`src/rtl/rx_dual_slot.sv`:
```
module rx_dual_slot #(
  parameter int REG_W = 16
) (
  input  logic             clk,
  input  logic             rst_n,
  input  logic             acc_valid,
  input  logic             acc_filter,
  input  logic             acc_remote,
  input  logic             reg_wr,
  input  logic [REG_W-1:0] reg_wdata,
  output logic [REG_W-1:0] reg_rdata,
  input  logic             clr_slot0,
  input  logic             clr_slot1,
  output logic             slot1_full,
  output logic             slot1_remote,
  output logic             slot1_filter,
  output logic             overflow,
  output logic             store_stb,
  output logic             store_idx
);

  localparam int B_FULL = 7;
  localparam int B_RTR  = 3;
  localparam int B_ROLL = 2;
  localparam int B_MIRR = 1;
  localparam int B_HIT  = 0;

  logic full0_q, rtr0_q, hit0_q, roll_q;
  logic full1_q, rtr1_q, hit1_q, ovf_q, stb_q, idx_q;

  wire sw_free0 = clr_slot0 | (reg_wr & ~reg_wdata[B_FULL]);
  wire load0    = acc_valid & ~full0_q;
  wire load1    = acc_valid & full0_q & roll_q & ~full1_q;
  wire discard  = acc_valid & ~load0 & ~load1;

  always_ff @(posedge clk) begin
    if (!rst_n) begin
      full0_q <= 1'b0;
      rtr0_q  <= 1'b0;
      hit0_q  <= 1'b0;
      roll_q  <= 1'b0;
    end else begin
      if (load0) begin
        full0_q <= 1'b1;
        rtr0_q  <= acc_remote;
        hit0_q  <= acc_filter;
      end else if (sw_free0) begin
        full0_q <= 1'b0;
      end
      if (reg_wr) roll_q <= reg_wdata[B_ROLL];
    end
  end

  always_ff @(posedge clk) begin
    if (!rst_n) begin
      full1_q <= 1'b0;
      rtr1_q  <= 1'b0;
      hit1_q  <= 1'b0;
    end else if (load1) begin
      full1_q <= 1'b1;
      rtr1_q  <= acc_remote;
      hit1_q  <= acc_filter;
    end else if (clr_slot1) begin
      full1_q <= 1'b0;
    end
  end

  always_ff @(posedge clk) begin
    if (!rst_n) begin
      ovf_q <= 1'b0;
      stb_q <= 1'b0;
      idx_q <= 1'b0;
    end else begin
      ovf_q <= ovf_q | discard;
      stb_q <= load0 | load1;
      idx_q <= load1;
    end
  end

  always_comb begin
    reg_rdata         = '0;
    reg_rdata[B_FULL] = full0_q;
    reg_rdata[B_RTR]  = rtr0_q;
    reg_rdata[B_ROLL] = roll_q;
    reg_rdata[B_MIRR] = roll_q;
    reg_rdata[B_HIT]  = hit0_q;
  end

  assign slot1_full   = full1_q;
  assign slot1_remote = rtr1_q;
  assign slot1_filter = hit1_q;
  assign overflow     = ovf_q;
  assign store_stb    = stb_q;
  assign store_idx    = idx_q;

  assert_load_slot0_R2: assert property (@(posedge clk) disable iff (!rst_n)
    (acc_valid && !reg_rdata[B_FULL]) |=>
      (reg_rdata[B_FULL] && store_stb && !store_idx &&
       reg_rdata[B_RTR] == $past(acc_remote) && reg_rdata[B_HIT] == $past(acc_filter)));

  assert_rollover_R3: assert property (@(posedge clk) disable iff (!rst_n)
    (acc_valid && reg_rdata[B_FULL] && reg_rdata[B_ROLL] && !slot1_full) |=>
      (slot1_full && store_stb && store_idx && $stable(reg_rdata[B_HIT]) &&
       slot1_remote == $past(acc_remote)));

  assert_no_overflow_R4: assert property (@(posedge clk) disable iff (!rst_n)
    (acc_valid && reg_rdata[B_FULL] && (!reg_rdata[B_ROLL] || slot1_full)) |=>
      (overflow && !store_stb && $stable(slot1_remote) && $stable(slot1_filter)));

  assert_sticky_ovf_R4: assert property (@(posedge clk) disable iff (!rst_n)
    overflow |=> overflow);

  assert_strobe_pulse_R2: assert property (@(posedge clk) disable iff (!rst_n)
    store_stb |-> $past(acc_valid));

  assert_load_wins_R9: assert property (@(posedge clk) disable iff (!rst_n)
    (acc_valid && !reg_rdata[B_FULL] && clr_slot0) |=> reg_rdata[B_FULL]);

  assert_hold_full_R5: assert property (@(posedge clk) disable iff (!rst_n)
    (reg_rdata[B_FULL] && !clr_slot0 && !(reg_wr && !reg_wdata[B_FULL])) |=> reg_rdata[B_FULL]);

endmodule

```
`config.mk`:
```
export PLATFORM = sky130hd
export DESIGN_NAME = rx_dual_slot
export DESIGN_NICKNAME = d
export VERILOG_FILES = /design/src/rtl/rx_dual_slot.sv
export SDC_FILE = /design/constraint.sdc
export NUM_CORES = 1
export LEC_CHECK = 0
export BUFFER_PORTS_ARGS = -buffer_cell sky130_fd_sc_hd__buf_4
export CAP_MARGIN = 30
export CORE_UTILIZATION = 25
export CTS_CLUSTER_DIAMETER = 150
export DETAILED_ROUTE_END_ITERATION = 12
export GPL_ROUTABILITY_DRIVEN = 0
export PLACE_DENSITY = 0.68
export SLEW_MARGIN = 20
export SYNTH_ARGS = -nofsm -noshare
export SYNTH_HDL_FRONTEND = slang
export SYNTH_SLANG_ARGS = --single-unit
```
`constraint.sdc`:
```
create_clock -name clk -period 2.7 [get_ports clk]
set_input_delay 0 -clock clk [delete_from_list [all_inputs] [get_ports clk]]
set_output_delay 0 -clock clk [all_outputs]
set_load 0.01 [all_outputs]
```
After elaboration in Yosys (flattened, before gate mapping)
Cells that the tools add are included.
{"block": "totals", "mem_bits_ro": 0, "in_bits": 24, "latchBits": 0, "reg_bits": 10, "ram_bits": 0, "memories": 0, "elab_cells": 31}
{"block": "classes", "order_cmp": 0, "multipliers": 0, "div": 0, "eq_ne": 0, "reduce_logical": 2, "shifts": 0, "n_addsub": 0, "bitwise_logic": 15, "muxes": 4}
{"op": "1-bit bitwise AND", "count": 7}
{"op": "1-bit NOT", "count": 5}
{"op": "1-bit 2-to-1 mux", "count": 4}
{"op": "2-bit nonzero test", "count": 2}
{"op": "1-bit bitwise OR", "count": 3}

Logic depth before layout (Yosys ltp)
{"block": "depth", "ltp_word": 6, "depth_mapped": 3, "depth_no_buf": 3}

Least setup slack after synthesis
No wires, ideal clock.
{"block": "synth_timing", "kind": "flip-flop to flip-flop", "startpoint": "reg full0_q", "endpoint": "reg hit0_q", "required_ps": 2580, "t_arrival_ps": 780, "slack_ps": 1800, "setup_time_ps": 120, "path_stages_with_launch": 4, "path_cell_list": "dfxtp_1 > nand2b_4 > mux2i_1 > nor2_1"}
{"block": "synth_via", "elab_chain_len": 2}
{"item": "start: declaration", "line_no": "28", "text": "logic full0_q, rtr0_q, hit0_q, roll_q;"}
{"item": "start signal: assignment", "line_no": "38", "text": "full0_q <= 1'b0;"}
{"item": "start signal: assignment", "line_no": "44", "text": "full0_q <= 1'b1;"}
{"item": "start signal: assignment", "line_no": "48", "text": "full0_q <= 1'b0;"}
{"item": "1-bit NOT", "line_no": "32", "text": "wire load0 = acc_valid & ~full0_q;"}
{"item": "1-bit bitwise AND", "line_no": "32"}
{"item": "end signal: assignment", "line_no": "46", "text": "hit0_q <= acc_filter;"}
{"item": "end: declaration", "line_no": "28"}
No other way between the ends.
A chain may end at the register's enable or synchronous reset.

==> impl_results.md <==
* Num CTS Buffers at 3
* Switching pwr at 80.8 uW
* Final Routed Wirelength at 816 um
* Commonest non-fill, non-tap cell in the layout: buf_4
* Vias/cell at 3.72
* Die area at 2140 um^2
* Unrepaired setup endpoints after global routing: false
* Tightest Hold Check Type: input pin to flip-flop
* Most Crowded Layer GR: met2
* Area Growth Syn to Fin at 37.9%
* Fillers at 187
* Antenna viol nets, final at 0
* DRC viols at 0
* Pre-antenna DRT Iters at 3
* Yosys reg bits at 10
* Fin crit share at 0.457
* Rows at 15
* Die width at 46.2 um
* Leading cell types in the layout, fill and taps excluded: buf_4 (20), conb_1 (11), dfxtp_1 (10)
* Clock share of power at 0.382
* Total Power at 346 uW
* Total grt overflow at 0
* Post-route minimum period at 1.23 ns
* N_diodes at 0
* Sw Ratio at 0.234
* Final setup fails at 0
* Vert. Die Dim at 46.2 um
* Mapped cell area at 489 um^2
* Initial Utilization at 0.274
* CORE AREA at 1780 um^2
* PortBufs at 20
* Ys Warns at 0
* CTS Buffer Depth at 2
* H-Tree Level Count at 1
* Slew Limit Fails at 0
* Sequential share of the synthesized area at 0.409
* M1 GR Usage at 0.101
* Hold Vio Cnt, Final at 0
* Syn avg cell area at 9.41 um^2
* Critical Path RT at 2.90 ns
* Worst skew pair latency at 0.26 ns
* Peak supply drop at 0.000174 V
* Top FF cell, synth: dfxtp_1
* Worst setup EP type: flip-flop
* CP arrival at 1.44 ns
* R2r setup slk at 1.47 ns
* Initial antenna violation count at 0
* Largest net degree at the start of global routing at 9
* Clk pin slew, worst setup/hold paths at 0.07 ns
* TritonCTS clock tree: built
* Post-Synthesis Cells at 52
* Static Leak at 0.000338 uW
* Detailed Route Iter0 Violations at 1
* Met2 Use GR at 0.138
* Global-route wire length before repair at 1.30 mm
* Area occupied by registers at 200 um^2
* CTS root buf: clkbuf_4
* Critical path type: flip-flop to flip-flop
* Pwr/cell area at 513 nW/um^2
* Post-synth EDFFs at 0
* Area of the multi-input gates at 203 um^2
* Tot GR Track Use at 0.0911
* Setup TNS at 0 ns
* CP max FO at 5
* Comb pwr share at 0.158
* Asr flop ratio synth at 0
* Seq pwr share at 0.460
* Number of library cell types mapped by synthesis at 15
* Post-cts resize count at 0
* I/O pins at 46
* Max cap viols at 0
* Fmax at 811 MHz
* Internal power at 265 uW
* Final clock skew at 0.00291 ns
* Status: completed
* Vias in the first global route at 319
* Vias at 372
* Met3 Use GR at 0.0353
* CTS Sinks at 10
* Nets at 100
* Wire length per cell at 8.16 um
* DP HPWL at 620 um
* Crit start category: flip-flop
* Share of cells above drive strength 1 at 0.347
## worst paths after layout
| path | start | to | cells after the start |
|---|---|---|---|
| hold / removal | clr_slot0 | full0_q | 3 |
| hold reg to reg | slot1_remote | slot1_remote | 2 |
| setup / recovery | roll_q | roll_q | 3 |
| setup reg to reg | roll_q | roll_q | 3 |
## cell type report
type	instances	share of cell area
Multi-Input combinational cell	35	0.301
Inverter	1	0.00557
Sequential cell	10	0.297
Clock buffer	4	0.0538
Timing Repair Buffer	25	0.297
Tap cell	25	0.0464
## repair_timing
action	4_1_cts	5_1_grt
hold endpoints to repair	6	0
buffers inserted	0	0
hold buffers	5	0
## metal layers
metal / routed length, um / up-vias / share of wire
li1: - / 190 / -
met3: 62 / 2 / 0.076
met1: 348 / 160 / 0.43
met4: 9 / 0 / 0.011
met2: 395 / 20 / 0.48
met5: 0 / - / 0
## critical path, cell delays in order, from the launching register on
cell and delay [ns]:
dfxtp_1 0.44, mux2i_1 0.10, dlygate4sd3_1 0.56, nor2_1 0.08
## cell families after synthesis
logic type | after synthesis | share of synthesized area
AO/OA/AOI/OAI | 6 | 0.0639
buffers and inverters | 17 | 0.253
flip-flops | 10 | 0.409
multiplexers | 3 | 0.0614
other | 1 | 0.00767
AND/OR/NAND/NOR | 15 | 0.205
## metrics by stage
stage	util	hold WS (ns)	instances	area (um^2)	worst slack [ns]
after floorplan	-	0.133	62	527	1.80
after global placement	0.330	0.244	91	588	1.74
after detailed placement	0.330	0.245	91	588	1.71
after CTS	0.378	0.00163	100	674	1.47
after global routing	0.378	0.0180	100	674	1.35
final	0.378	0.00603	100	674	1.47
## synthesized netlist by cell type, types with 2 or more instances
cell,instances,area share
nor2_1,5,0.038
nand2_1,2,0.015
a21oi_1,3,0.031
o21ai_1,2,0.020
nand3_1,2,0.020
buf_4,16,0.25
mux2i_1,3,0.061
dfxtp_1,10,0.41
nand2b_1,3,0.038
## power groups by stage
stage / combinational (uW) / sequential [uW] / clock (uW)
after floorplan: 41.0 / 163 / 0
after global placement: 47.9 / 162 / 0
after detailed placement: 48.6 / 163 / 0
after CTS: 54.8 / 159 / 136
after global routing: 60.7 / 160 / 142
final: 54.6 / 159 / 132
(Power assumes the default switching activity.)
